<file path="config.mk">
export PLATFORM = sky130hd
export DESIGN_NAME = addr_xlat_top
export DESIGN_NICKNAME = d
export VERILOG_FILES = /design/src/rtl/xlat_pkg.sv /design/src/rtl/xlat_regfile.sv /design/src/rtl/xlat_win_match.sv /design/src/rtl/xlat_prio_pick.sv /design/src/rtl/addr_xlat_top.sv
export SDC_FILE = /design/constraint.sdc
export NUM_CORES = 2
export LEC_CHECK = 0
export BUFFER_PORTS_ARGS = -buffer_cell sky130_fd_sc_hd__buf_2
export CAP_MARGIN = 5
export CORE_MARGIN = 5
export CORE_UTILIZATION = 50
export DETAILED_ROUTE_END_ITERATION = 16
export HOLD_SLACK_MARGIN = 0.08
export PLACE_DENSITY = 0.75
export SETUP_SLACK_MARGIN = 0.2
export SLEW_MARGIN = 20
export SYNTH_ARGS = -nofsm -noshare
export SYNTH_HDL_FRONTEND = slang
export SYNTH_SLANG_ARGS = --single-unit
</file>
<file path="constraint.sdc">
create_clock -name clk -period 8.3 [get_ports clk]
set_clock_uncertainty 0.2 [all_clocks]
set_input_delay 0.83 -clock clk [delete_from_list [all_inputs] [get_ports clk]]
set_output_delay 0.83 -clock clk [all_outputs]
set_load 0.02 [all_outputs]
</file>
<file path="src/rtl/xlat_pkg.sv">
package xlat_pkg;
  parameter int XL_ADDR_W  = 32;
  parameter int XL_PAGE_SH = 12;
  parameter int XL_SIZE_W  = XL_ADDR_W - XL_PAGE_SH;
  parameter int XL_FAB_W   = 40;
  parameter int XL_RAW_SH  = XL_FAB_W - XL_ADDR_W;
  parameter int XL_PGN_LSB = 4;

  typedef logic [XL_ADDR_W-1:0] axi_addr_t;
  typedef logic [XL_SIZE_W-1:0] pages_t;
  typedef logic [XL_FAB_W-1:0]  fab_addr_t;
  typedef logic [XL_ADDR_W:0]   limit_t;

  typedef struct packed {
    pages_t    pages;
    axi_addr_t start;
    axi_addr_t word;
  } win_cfg_t;

  // Fabric base from the programmed word: bit 0 selects page-number form.
  function automatic fab_addr_t decode_fab_base(axi_addr_t w);
    fab_addr_t b;
    if (w[0]) b = fab_addr_t'(w[XL_ADDR_W-1:XL_PGN_LSB]) << XL_PAGE_SH;
    else      b = fab_addr_t'(w) << XL_RAW_SH;
    return b;
  endfunction

  // Exclusive upper bound of a window, one bit wider than the address.
  function automatic limit_t win_limit(axi_addr_t st, pages_t pg);
    limit_t span;
    span = limit_t'(pg) << XL_PAGE_SH;
    return limit_t'(st) + span;
  endfunction

  function automatic logic win_covers(axi_addr_t a, axi_addr_t st, pages_t pg);
    return (pg != '0) && (a >= st) && (limit_t'(a) < win_limit(st, pg));
  endfunction

  function automatic fab_addr_t translate(fab_addr_t base, axi_addr_t a, axi_addr_t st);
    axi_addr_t ofs;
    ofs = a - st;
    return base + fab_addr_t'(ofs);
  endfunction
endpackage

</file>
<file path="src/rtl/xlat_regfile.sv">
module xlat_regfile
  import xlat_pkg::*;
#(
  parameter int NUM_WIN = 6,
  parameter int CFG_AW  = 8
) (
  input  logic                     clk,
  input  logic                     rst_n,
  input  logic                     cfg_wr,
  input  logic [CFG_AW-1:0]        cfg_addr,
  input  logic [XL_ADDR_W-1:0]     cfg_wdata,
  output logic [XL_ADDR_W-1:0]     cfg_rdata,
  output win_cfg_t [NUM_WIN-1:0]   cfg_q,
  output logic [NUM_WIN-1:0]       idle_o
);
  localparam int WORD_IDX_W = CFG_AW - 2;
  localparam int SIZE_OFS   = 0;
  localparam int START_OFS  = NUM_WIN;
  localparam int WORD_OFS   = 2 * NUM_WIN;

  logic                  aligned;
  logic [WORD_IDX_W-1:0] word_idx;

  assign aligned  = (cfg_addr[1:0] == 2'b00);
  assign word_idx = cfg_addr[CFG_AW-1:2];

  for (genvar i = 0; i < NUM_WIN; i++) begin : g_win
    pages_t    pages_q;
    axi_addr_t start_q;
    axi_addr_t word_q;
    logic      sel_size, sel_start, sel_word;

    assign sel_size  = cfg_wr && aligned && (word_idx == WORD_IDX_W'(SIZE_OFS + i));
    assign sel_start = cfg_wr && aligned && (word_idx == WORD_IDX_W'(START_OFS + i));
    assign sel_word  = cfg_wr && aligned && (word_idx == WORD_IDX_W'(WORD_OFS + i));

    always_ff @(posedge clk or negedge rst_n) begin
      if (!rst_n) begin
        pages_q <= '0;
        start_q <= '0;
        word_q  <= '0;
      end else begin
        if (sel_size)  pages_q <= cfg_wdata[XL_SIZE_W-1:0];
        if (sel_start) start_q <= cfg_wdata;
        if (sel_word)  word_q  <= cfg_wdata;
      end
    end

    assign cfg_q[i] = '{pages: pages_q, start: start_q, word: word_q};
    assign idle_o[i] = (pages_q == '0);
  end

  always_comb begin
    cfg_rdata = '0;
    for (int i = 0; i < NUM_WIN; i++) begin
      if (aligned && word_idx == WORD_IDX_W'(SIZE_OFS + i))
        cfg_rdata = XL_ADDR_W'(cfg_q[i].pages);
      if (aligned && word_idx == WORD_IDX_W'(START_OFS + i))
        cfg_rdata = cfg_q[i].start;
      if (aligned && word_idx == WORD_IDX_W'(WORD_OFS + i))
        cfg_rdata = cfg_q[i].word;
    end
  end
endmodule

</file>
<file path="src/rtl/xlat_win_match.sv">
module xlat_win_match
  import xlat_pkg::*;
(
  input  win_cfg_t  cfg_i,
  input  axi_addr_t addr_i,
  output logic      match_o,
  output fab_addr_t xaddr_o
);
  fab_addr_t base;

  assign base    = decode_fab_base(cfg_i.word);
  assign match_o = win_covers(addr_i, cfg_i.start, cfg_i.pages);
  assign xaddr_o = translate(base, addr_i, cfg_i.start);
endmodule

</file>
<file path="src/rtl/xlat_prio_pick.sv">
module xlat_prio_pick
  import xlat_pkg::*;
#(
  parameter int NUM_WIN = 6,
  parameter int IDX_W   = $clog2(NUM_WIN)
) (
  input  logic [NUM_WIN-1:0]      match_i,
  input  fab_addr_t [NUM_WIN-1:0] xaddr_i,
  output logic [NUM_WIN-1:0]      grant_o,
  output logic                    any_o,
  output logic [IDX_W-1:0]        idx_o,
  output fab_addr_t               addr_o
);
  always_comb begin
    grant_o = '0;
    idx_o   = '0;
    any_o   = 1'b0;
    for (int i = 0; i < NUM_WIN; i++) begin
      if (match_i[i] && !any_o) begin
        grant_o[i] = 1'b1;
        idx_o      = IDX_W'(i);
        any_o      = 1'b1;
      end
    end
  end

  always_comb begin
    addr_o = '0;
    for (int i = 0; i < NUM_WIN; i++)
      addr_o = addr_o | (xaddr_i[i] & {XL_FAB_W{grant_o[i]}});
  end
endmodule

</file>
<file path="src/rtl/addr_xlat_top.sv">
module addr_xlat_top
  import xlat_pkg::*;
#(
  parameter int NUM_WIN = 6,
  parameter int CFG_AW  = 8
) (
  input  logic                       clk,
  input  logic                       rst_n,
  input  logic                       cfg_wr,
  input  logic [CFG_AW-1:0]          cfg_addr,
  input  logic [XL_ADDR_W-1:0]       cfg_wdata,
  output logic [XL_ADDR_W-1:0]       cfg_rdata,
  input  logic                       lk_valid,
  input  logic [XL_ADDR_W-1:0]       lk_addr,
  output logic                       rsp_valid,
  output logic                       rsp_hit,
  output logic                       rsp_decerr,
  output logic [$clog2(NUM_WIN)-1:0] rsp_idx,
  output logic [XL_FAB_W-1:0]        rsp_addr
);
  localparam int IDX_W = $clog2(NUM_WIN);

  win_cfg_t  [NUM_WIN-1:0] win_cfg;
  fab_addr_t [NUM_WIN-1:0] win_xaddr;
  logic      [NUM_WIN-1:0] win_match;
  logic      [NUM_WIN-1:0] win_grant;
  logic      [NUM_WIN-1:0] win_idle;
  logic                    pick_any;
  logic      [IDX_W-1:0]   pick_idx;
  fab_addr_t               pick_addr;
  logic                    lk_fire_hit;
  logic                    lk_fire_miss;

  xlat_regfile #(.NUM_WIN(NUM_WIN), .CFG_AW(CFG_AW)) u_regs (
    .clk       (clk),
    .rst_n     (rst_n),
    .cfg_wr    (cfg_wr),
    .cfg_addr  (cfg_addr),
    .cfg_wdata (cfg_wdata),
    .cfg_rdata (cfg_rdata),
    .cfg_q     (win_cfg),
    .idle_o    (win_idle)
  );

  for (genvar g = 0; g < NUM_WIN; g++) begin : g_match
    xlat_win_match u_match (
      .cfg_i   (win_cfg[g]),
      .addr_i  (lk_addr),
      .match_o (win_match[g]),
      .xaddr_o (win_xaddr[g])
    );
  end

  xlat_prio_pick #(.NUM_WIN(NUM_WIN), .IDX_W(IDX_W)) u_pick (
    .match_i (win_match),
    .xaddr_i (win_xaddr),
    .grant_o (win_grant),
    .any_o   (pick_any),
    .idx_o   (pick_idx),
    .addr_o  (pick_addr)
  );

  assign lk_fire_hit  = lk_valid && pick_any;
  assign lk_fire_miss = lk_valid && !pick_any;

  always_ff @(posedge clk or negedge rst_n) begin
    if (!rst_n) begin
      rsp_valid  <= 1'b0;
      rsp_hit    <= 1'b0;
      rsp_decerr <= 1'b0;
      rsp_idx    <= '0;
      rsp_addr   <= '0;
    end else begin
      rsp_valid  <= lk_valid;
      rsp_hit    <= lk_fire_hit;
      rsp_decerr <= lk_fire_miss;
      rsp_idx    <= lk_fire_hit ? pick_idx  : '0;
      rsp_addr   <= lk_fire_hit ? pick_addr : '0;
    end
  end
endmodule

</file>
==> results.toml <==
[status]
status = "complete, no violations"

[detailed_routing]
num_vias = 45810
vias_per_cell = 6.712
wirelength_mm = 194.9
drtIter0Drc = 5925
drt_drc_violations_left = 0
drt_first_pass_iters = 9
wl_per_cell_um = 28.55
ant_nets = 0

[synth]
synth_edf_count = 0
yosys-top-cells-count = "580 x ha_1, 550 x dfrtp_1, 504 x mux2_2, 439 x a21oi_1, 334 x inv_1"
ys_seq_area_share_pct = 28.04
synth_cells = 5361
ys_ff_latch = 550
synth_area_leaders = "dfrtp_1 28%, ha_1 15%, mux2_2 12%, a21oi_1 4.5%, xnor2_1 4.4%"
yosysUniqueCellTypes = 94
yosysWarnings = 0
synth_top_area_share_pct = 28.04
synth-main-ff-cell = "dfrtp_1"
synthArstFlopShare_pct = 100.0
synth_nets = 6035
yosysTopAreaCell = "dfrtp_1"
synthesis.area_um2 = 49090
synth.avg_cell_area_um2 = 9.157
yosysMostFrequentCell = "ha_1"

[clocking]
cts_sinks = 550
h-tree-depth = 3
cts_tree = "yes"
cts.reportedPaths.clkPinSlew_ps = 60
clockBufferDepth = 3
post-cts-setup-buffer-count = 0
clk_latency_ps = 660
numCtsBuffers = 70
cts_root_buffer = "clkbuf_16"

[pwr]
power_leakage_nw = 25.51
power_density_nw_per_um2 = 163.9
pwr-share-seq_pct = 34.8
internal-power_w = 0.005683
p_sw_share_pct = 35.55
comb_power_share_pct = 28.7
clockPowerShare_pct = 36.6
power.switching_w = 0.003135
ir_drop_mv = 0.1545

[timing]
max_slew_margin_pct = 17.99
slew_violations = 0
rsz0062_at_grt = "no"
fin_ws_ps = 1043
fin_setup_tns_ps = 0
fin_crit_ps = 7257
finalHoldViolCount = 0
setup_viol = 0
fin_crit_sh_pct = 87.44
tightestPinTransition_ps = 1227
clock.fmax_mhz = 137.8

[global_routing]
grt_max_degree = 99
antenna_found_initial = 4
grt_pass1_vias = 42430
track_usage_pct = 36.09
grt_overflow = 0
grt_pass1_wl_mm = 282.0

[setup_path]
crit_slowest_cell = "o41ai_1"
r2r_cells = 26
worstSetupPathType = "reg -> reg"
r2r_end = "rsp_addr[35]"
start_kind = "flip-flop"
crit_path_frequent_cell = "o21ai_0"
critPathMaxFanout = 5
cp-end-kind = "flip-flop"
crit_path_max_incr_delay_ps = 590
worstPathArrival_ps = 7610
r2r_start = "u_regs.g_win[1].start_q[1]"
r2r_setup_slack_ps = 1040
cp.required_ps = 8660

[min_path]
hold_depth = 1
min_from = "lk_valid"
whs_endpoint = "rsp_valid"
hp-class = "in -> reg"

[finish]
nets = 6162
n_antenna_cell = 0
instances_no_fill = 6825
layout-drive-gt1-share_pct = 16.29
areaGrowthSynthToFinish_pct = 9.560
fin_area_um2 = 53780

[floorplan]
dieArea_um2 = 104500
coreArea_um2 = 97990
ioPinCount = 154
die_x_um = 323.3
start_util_pct = 50.10
row_count = 115
dieHeight_um = 323.3

[placed_design]
gp_congestion = 1.041
pre_cts_slack_ps = 853.7
dp_cells = 6702
io_buffers = 153
hpwl_mm = 151.3
postPlaceCellArea_um2 = 51410

[flow_run]
drv_cap = 0
cell usage in the layout, fill, tap and decap left out, types with 72 or more instances in the layout:
| master | netlist | routed |
|---|---|---|
| a21o_1 | 166 | 166 |
| a21oi_1 | 439 | 439 |
| a22oi_1 | 155 | 155 |
| a31oi_1 | 73 | 72 |
| buf_2 | 17 | 152 |
| buf_4 | 4 | 72 |
| clkbuf_16 | 0 | 73 |
| dfrtp_1 | 550 | 550 |
| ha_1 | 580 | 580 |
| inv_1 | 334 | 334 |
| mux2_2 | 504 | 504 |
| nand2_1 | 257 | 254 |
| nand2b_1 | 76 | 76 |
| nand3_1 | 139 | 139 |
| nand4_1 | 72 | 72 |
| nor2_1 | 321 | 312 |
| nor3_1 | 87 | 85 |
| o21a_1 | 72 | 72 |
| o21ai_0 | 234 | 234 |
| xnor2_1 | 245 | 245 |
| xor2_1 | 151 | 151 |
power by group through the flow:
stage	clock (W)	sequential, W	combinational (W)
3_3_place_gp	0	0.00310	0.00241
2_1_floorplan	0	0.00302	0.00161
6_report	0.00322	0.00307	0.00253
5_1_grt	0.00334	0.00307	0.00273
3_5_place_dp	0	0.00310	0.00245
4_1_cts	0.00324	0.00305	0.00247
state kept, by name, indices dropped and copies added, names as in the netlist:
| signal | flops |
|---|---|
| u_regs.g_win.start_q | 192 |
| u_regs.g_win.word_q | 192 |
| u_regs.g_win.pages_q | 120 |
| rsp_addr | 40 |
| rsp_idx | 3 |
| rsp_decerr | 1 |
| rsp_hit | 1 |
| rsp_valid | 1 |
per-layer routing:
layer  global-route usage [%]  vias up  part of all wire (%)
li1                         -    20290                     -
met3                    8.421      683                    11
met4                    21.82        4                   7.8
met2                    53.03     2779                    41
met1                    48.37    22060                    40
met5                        0        -                0.0082
final cells by class:
| class | instances | area [um^2] |
|---|---|---|
| Tap cell | 1287 | 1610 |
| Timing Repair Buffer | 227 | 1346 |
| Clock inverter | 24 | 302.8 |
| Clock buffer | 98 | 2051 |
| Fill cell | 8766 | 44200 |
| Multi-Input combinational cell | 4304 | 33450 |
| Sequential cell | 550 | 13760 |
| Inverter | 335 | 1257 |
worst max-delay path: cells and delay by family (launching register included):
family                     cells  cell delay, ps
AOI/OAI and AO/OA             15            4020
and+or+nand+nor                6            1290
adders and majority gates      2             610
DFF                            1             480
buffers and inverters          2             310
xor gates and xnor gates       1             280
through the flow:
stage               util, %  hold slack (ps)  total power (W)
finish                54.89            128.1         0.008818
floorplan                 -            293.0         0.004629
global route          54.89            129.8         0.009136
detailed placement    52.46            312.6         0.005545
global placement      52.46            303.8         0.005505
CTS                   54.88            102.7         0.008757
worst max path at each step:
stage	depth (start not counted)	slack (ps)	from	endpoint
after CTS	27	1370	u_regs.g_win[0].pages_q[1]	rsp_addr[18]
final	26	1040	u_regs.g_win[1].start_q[1]	rsp_addr[35]
after floorplan	24	2240	lk_addr[1]	rsp_addr[35]
after global placement	22	910	lk_addr[0]	rsp_addr[37]
after detailed placement	26	850	lk_addr[1]	rsp_addr[35]
after global routing	25	710	lk_addr[0]	rsp_addr[37]
what timing repair did:
action                    CTS  global route
hold endpoints to repair   55             0
hold buffers                1             0
gates resized for setup     0             0
cells by family after synthesis:
family | after synthesis | share of synthesized area (%)
AO/OA/AOI/OAI | 1612 | 21.93
AND/OR/NAND/NOR | 1193 | 11.89
adder cells (fa/ha/maj) | 598 | 15.52
flip-flops | 550 | 28.04
buffers and inverters | 507 | 3.981
multiplexers | 505 | 11.58
XOR/XNOR | 396 | 7.065
No activity file was read; power rests on OpenSTA's default activity.
